File: config.mk
export PLATFORM = sky130hd
export DESIGN_NAME = vcfg_unit
export DESIGN_NICKNAME = d
export VERILOG_FILES = /design/src/rtl/vcfg_unit.sv
export SDC_FILE = /design/constraint.sdc
export NUM_CORES = 1
export LEC_CHECK = 0
export ABC_CLOCK_PERIOD_IN_PS = 9700
export CORE_ASPECT_RATIO = 1.5
export CORE_MARGIN = 5
export CORE_UTILIZATION = 35
export CTS_CLUSTER_DIAMETER = 150
export DETAILED_ROUTE_END_ITERATION = 10
export HOLD_SLACK_MARGIN = 0.15
export PLACE_DENSITY = 0.65
export SETUP_SLACK_MARGIN = 0.3
export SYNTH_ARGS = -nofsm -noshare
export SYNTH_HDL_FRONTEND = slang
export SYNTH_SLANG_ARGS = --single-unit
File: constraint.sdc
create_clock -name clk -period 9.7 [get_ports clk]
set_input_delay 1.94 -clock clk [delete_from_list [all_inputs] [get_ports clk]]
set_output_delay 1.94 -clock clk [all_outputs]
set_load 0.02 [all_outputs]
File: src/rtl/vcfg_unit.sv
module vcfg_unit #(
  parameter int XLEN_LOG2 = 5,
  parameter int VLEN_LOG2 = 7,
  parameter int ELEN_LOG2 = 6,
  localparam int XLEN = 1 << XLEN_LOG2
) (
  input  logic            clk,
  input  logic            rst_n,
  input  logic            op_valid,
  input  logic [1:0]      op_kind,
  input  logic            imm_ma,
  input  logic            imm_ta,
  input  logic [2:0]      imm_ew,
  input  logic [2:0]      imm_grp,
  input  logic [4:0]      src_idx,
  input  logic [4:0]      dst_idx,
  input  logic [XLEN-1:0] src_val,
  input  logic [XLEN-1:0] type_val,
  output logic [XLEN-1:0] vtype_q,
  output logic [XLEN-1:0] vl_q,
  output logic [XLEN-1:0] vstart_q,
  output logic            done,
  output logic            rd_we,
  output logic [4:0]      rd_idx,
  output logic [XLEN-1:0] rd_data
);
  localparam logic [XLEN-1:0] ILL_ONLY = {1'b1, {(XLEN-1){1'b0}}};
  localparam logic signed [7:0] ELEN_S = 8'(ELEN_LOG2);
  localparam logic signed [7:0] VLEN_S = 8'(VLEN_LOG2);

  logic go, reg_form, keep_mode, max_mode, bad_type, ratio_diff;
  logic [7:0] nt;
  logic signed [7:0] sew_new, lmul_new, sew_old, lmul_old, span;
  logic [XLEN:0] vlmax, avl, pick;

  assign go        = op_valid && (op_kind != 2'b11);
  assign reg_form  = (op_kind != 2'b10);
  assign keep_mode = reg_form && (src_idx == 5'd0) && (dst_idx == 5'd0);
  assign max_mode  = reg_form && (src_idx == 5'd0) && (dst_idx != 5'd0);
  assign nt        = (op_kind == 2'b01) ? type_val[7:0] : {imm_ma, imm_ta, imm_ew, imm_grp};

  assign sew_new  = $signed({6'b0, nt[4:3]}) + 8'sd3;
  assign lmul_new = $signed({{5{nt[2]}}, nt[2:0]});
  assign sew_old  = $signed({6'b0, vtype_q[4:3]}) + 8'sd3;
  assign lmul_old = $signed({{5{vtype_q[2]}}, vtype_q[2:0]});

  assign bad_type   = nt[5] || (nt[2:0] == 3'b100) || (sew_new > lmul_new + ELEN_S);
  assign ratio_diff = (sew_new - lmul_new) != (sew_old - lmul_old);
  assign span       = VLEN_S + lmul_new - sew_new;
  assign vlmax      = bad_type ? '0 : ((XLEN+1)'(1) << span[5:0]);

  assign avl = (op_kind == 2'b10) ? (XLEN+1)'(src_idx)
             : max_mode ? vlmax
             : {1'b0, src_val};

  always_comb begin
    if (avl <= vlmax)            pick = avl;
    else if (avl < (vlmax << 1)) pick = (avl + 1'b1) >> 1;
    else                         pick = vlmax;
  end

  always_ff @(posedge clk) begin
    if (!rst_n) begin
      vtype_q  <= ILL_ONLY;
      vl_q     <= '0;
      vstart_q <= '0;
      done     <= 1'b0;
      rd_we    <= 1'b0;
      rd_idx   <= '0;
      rd_data  <= '0;
    end else if (go) begin
      done   <= 1'b1;
      rd_idx <= dst_idx;
      if (bad_type) begin
        vtype_q <= ILL_ONLY;
        vl_q    <= '0;
        rd_we   <= 1'b0;
      end else if (keep_mode) begin
        vstart_q <= '0;
        rd_we    <= 1'b0;
        if (ratio_diff) begin
          vtype_q <= ILL_ONLY;
          vl_q    <= '0;
        end else begin
          vtype_q <= XLEN'(nt);
        end
      end else begin
        vstart_q <= '0;
        vtype_q  <= XLEN'(nt);
        vl_q     <= pick[XLEN-1:0];
        rd_we    <= 1'b1;
        rd_data  <= pick[XLEN-1:0];
      end
    end else begin
      done  <= 1'b0;
      rd_we <= 1'b0;
    end
  end

  p_ill_len_zero_r3: assert property (@(posedge clk) disable iff (!rst_n)
    vtype_q[XLEN-1] |-> (vl_q == '0) && (vtype_q[XLEN-2:0] == '0));
  p_type_clean_r2: assert property (@(posedge clk) disable iff (!rst_n)
    vtype_q[XLEN-2:8] == '0);
  p_len_bound_r5: assert property (@(posedge clk) disable iff (!rst_n)
    vl_q <= XLEN'(1 << VLEN_LOG2));
  p_done_after_go_r10: assert property (@(posedge clk) disable iff (!rst_n)
    go |=> done);
  p_write_is_len_r10: assert property (@(posedge clk) disable iff (!rst_n)
    rd_we |-> done && (rd_data == vl_q) && (vstart_q == '0));
  p_idle_quiet_r11: assert property (@(posedge clk) disable iff (!rst_n)
    !go |=> !done && !rd_we && $stable(vl_q) && $stable(vtype_q));
endmodule

==> results of run 1 <==
-- routing by layer --
metal | up-vias | global-route usage | routed length [um]
met5 | - | 0 | 0
met4 | 0 | 0.134 | 1810
met3 | 111 | 0.0487 | 2070
met2 | 424 | 0.404 | 14400
met1 | 3882 | 0.261 | 11800
li1 | 3911 | - | -
-- final timing paths --
check                           slack, ps                       end
worst min-delay path                  440      vl_q[5]$_SDFFE_PN0P_
worst min register to register        440      vl_q[5]$_SDFFE_PN0P_
worst max-delay path                  960  rd_data[26]$_SDFFE_PN0P_
worst max register to register       6600     vl_q[26]$_SDFFE_PN0P_
-- Yosys cell counts (8+ instances only) --
cell	number	area (um2)
nand4_1	24	150
a21oi_1	44	220
a211oi_1	16	120
dfxtp_1	80	1600
a221o_1	14	140
inv_1	43	161
ha_1	83	1040
buf_4	56	420
o211ai_1	8	60.1
nor2_1	48	180
a32oi_1	9	78.8
nor3_1	26	130
clkbuf_1	35	131
nor4_1	14	87.6
and2_1	22	138
o22ai_1	8	50.1
nand3_1	39	195
and3_1	10	62.6
a31oi_1	18	113
nand2_1	140	526
xnor2_1	19	166
a21o_1	15	113
mux2i_1	9	90.1
o21ai_0	48	240
buf_2	10	50.1
nor2b_1	9	56.3
-- through the flow --
step	total power, W	util	worst slack [ps]	instances	instance area [um2]
2_1_floorplan	0.000700	-	2120	1047	7940
3_3_place_gp	0.000905	0.441	795	1421	9590
3_5_place_dp	0.000908	0.441	743	1421	9590
4_1_cts	0.00130	0.456	1100	1437	9910
5_1_grt	0.00137	0.456	562	1437	9910
6_report	0.00130	0.456	958	1437	9910
-- state kept, by name, summed over array words and instances, names as in the netlist --
signal   flops
rd_data     32
rd_we        1
vl_q        32
done         1
vtype_q      9
rd_idx       5
-- power breakdown --
group          total [W]  switching, W  internal [W]
registers       0.000356    0.00000959      0.000346
logic           0.000557      0.000346      0.000211
clock network   0.000386      0.000157      0.000229
total            0.00130      0.000513      0.000785
-- cell usage in the layout (no fill, tap or decap), types with 26 or more instances in the layout --
cell type | Yosys | layout
ha_1 | 83 | 83
a21oi_1 | 44 | 43
clkdlybuf4s50_1 | 0 | 142
nand3_1 | 39 | 39
inv_1 | 43 | 43
nor2_1 | 48 | 48
conb_1 | 1 | 55
buf_4 | 56 | 64
nor3_1 | 26 | 26
o21ai_0 | 48 | 48
dfxtp_1 | 80 | 80
nand2_1 | 140 | 140
-- worst reg2reg max path, delay by kind of cell (launching register included) --
family | cells | cell delay (ps)
AO/OA/AOI/OAI | 4 | 1050
XOR/XNOR | 1 | 190
adder cells (fa/ha/maj) | 2 | 570
buffers and inverters | 3 | 370
flip-flops | 1 | 400
multiplexers | 1 | 330
AND/OR/NAND/NOR | 1 | 70
-- cells by family after synthesis --
logic type | after synthesis | share of synthesized area
xor gates and xnor gates | 23 | 0.0270
buffers and inverters | 149 | 0.103
and+or+nand+nor | 379 | 0.257
adders and majority gates | 86 | 0.142
muxes | 13 | 0.0183
other | 1 | 0.000485
AOI/OAI and AO/OA | 262 | 0.245
DFF | 80 | 0.207
-- cell type report --
class / count / share of cell area
Clock inverter: 7 / 0.0102
Sequential cell: 80 / 0.162
Clock buffer: 9 / 0.0227
Multi-Input combinational cell: 818 / 0.560
Timing Repair Buffer: 207 / 0.194
Tap cell: 272 / 0.0343
Inverter: 44 / 0.0172
==> run_results.csv, run 1 <==
group,metric,value,unit
final_layout,fillers,2131,
grt,grt_overflow,0,
setup_path,cp_common_cell,"ha_1",
cts,cts_setup_buffers,0,
setup_path,worstPathRequired,10000,ps
setup_path,timing.rr.start,"vtype_q[3]$_SDFFE_PN0P_",
timing,fmax,0.114,GHz
timing,tightest_slew,1080,ps
routing,ant_nets,0,
grt,grt_pass1_vias,8226,
routing,firstDrtPassIters,5,
cts,clk_pin_slew,60,ps
synth,seq_area_frac_synth,0.207,
timing,slew_violations,0,
grt,grt_pass1_wl,46300,um
synth,synth_warnings,0,
job,maxCapViolCount,0,
setup_path,worstSetupEndpointType,"register",
floorplan,chipWidth,131,um
setup_path,cp.depth,24,
cts,cts_buffers,9,
pwr,p_leak,4.11,nW
placed_design,gp_congestion,1.03,
timing,setup_violations,0,
setup_path,crit_fanout,8,
min_path,min_delay_path_depth,2,
floorplan,ios,222,
timing,finalSetupTns,0,ps
min_path,min_path_type,"register to register",
routing,drt-initial-drc-count,557,
synth,syn_area,7740,um2
placed_design,io_buffer_count,142,
timing,rsz0062_at_grt,"no",
floorplan,die_h,192,um
routing,vias_per_cell,5.80,
setup_path,crit_start,"op_kind[1]",
synth,ys.flop_type,"dfxtp_1",
timing,fin_skew,8.16,ps
setup_path,slowest_stage,"nor2_1",
routing,drc,0,
setup_path,slowest_delay,580,ps
timing,hold_viol_final,0,
final_layout,nets,1333,
final_layout,n_antenna_cell,0,
min_path,hp-start,"vl_q[5]$_SDFFE_PN0P_",
timing,finalCriticalPeriod,8740,ps
cts,cts_resized,0,
floorplan,std_cell_rows,66,
setup_path,cp_top_family,"compound AO/OA/AOI/OAI gates",
cts,clock_tree.htree_level_count,3,
setup_path,arrival,9040,ps
final_layout,multi_input_area,5550,um2
timing,relSlewSlack,0.281,
pwr,power.density,131,nW/um2
final_layout,regArea,1600,um2
cts,cts-root-buf,"clkbuf_16",
synth,synth_cells,993,
floorplan,core,21700,um2
setup_path,critPathKind,"input port to register",
cts,clk_latency,360,ps
final_layout,drive_above_1_share,0.105,
synth,yosysUniqueCellTypes,90,
setup_path,path_cells,"clkdlybuf4s50_1 -> nand2b_1 -> mux2i_1 -> ha_1 -> ha_1 -> ha_1 -> fa_1 -> ha_1 -> o2111ai_2 -> nor2_1 -> buf_4 -> a32o_1 -> ha_1 -> nand2_1 -> nor4_1 -> o21ai_0 -> o21ai_0 -> a41o_1 -> o2111ai_1 -> nand2_1 -> nand2_1 -> buf_4 -> o31ai_1 -> a221o_1",
setup_path,path_buf_inv,3,
setup_path,r2r_cells,12,
cts,clockBufferDepth,2,
synth,synth-edff-count,0,
cts,cts_tree,"yes",
grt,antenna_found_initial,0,
routing,vias,8328,
synth,async_flop_share,0,
placed_design,dp_hpwl,24200,um
final_layout,synthToLayoutAreaGrowth,28.1,%
floorplan,die_area,25200,um2
grt,track_usage,0.232,
setup_path,start_kind,"input port",
pwr,peakVddDrop,0.0810,mV
routing,routedWlPerCell,20.9,um
synth,ys_ff_latch,80,
synth,synth.avg_cell_area,7.79,um2
floorplan,start_util,0.356,
timing,hold_ws,439,ps
cts,cts-hold-fix-buffers,0,
outcome,outcome,"complete, no violations",
routing,routed_wl,30100,um
grt,grt_max_degree,31,
timing,period_share,0.901,
cts,clock_sinks,80,
(Power assumes the default switching activity.)
==> run 2, diff against run 1 <==
--- a/config.mk
+++ b/config.mk
@@ -17,3 +17,4 @@
 export SYNTH_ARGS = -nofsm -noshare
 export SYNTH_HDL_FRONTEND = slang
 export SYNTH_SLANG_ARGS = --single-unit
+export TNS_END_PERCENT = 50
==> results of run 2 <==
No change in the layout: final DEF, timing and power equal those of run 1.
==> run 3, diff against run 2 <==
--- a/config.mk
+++ b/config.mk
@@ -6,6 +6,7 @@
 export NUM_CORES = 1
 export LEC_CHECK = 0
 export ABC_CLOCK_PERIOD_IN_PS = 9700
+export CAP_MARGIN = 20
 export CORE_ASPECT_RATIO = 1.5
 export CORE_MARGIN = 5
 export CORE_UTILIZATION = 35
==> results of run 3 <==
No change in the layout: final DEF, timing and power equal those of run 1.
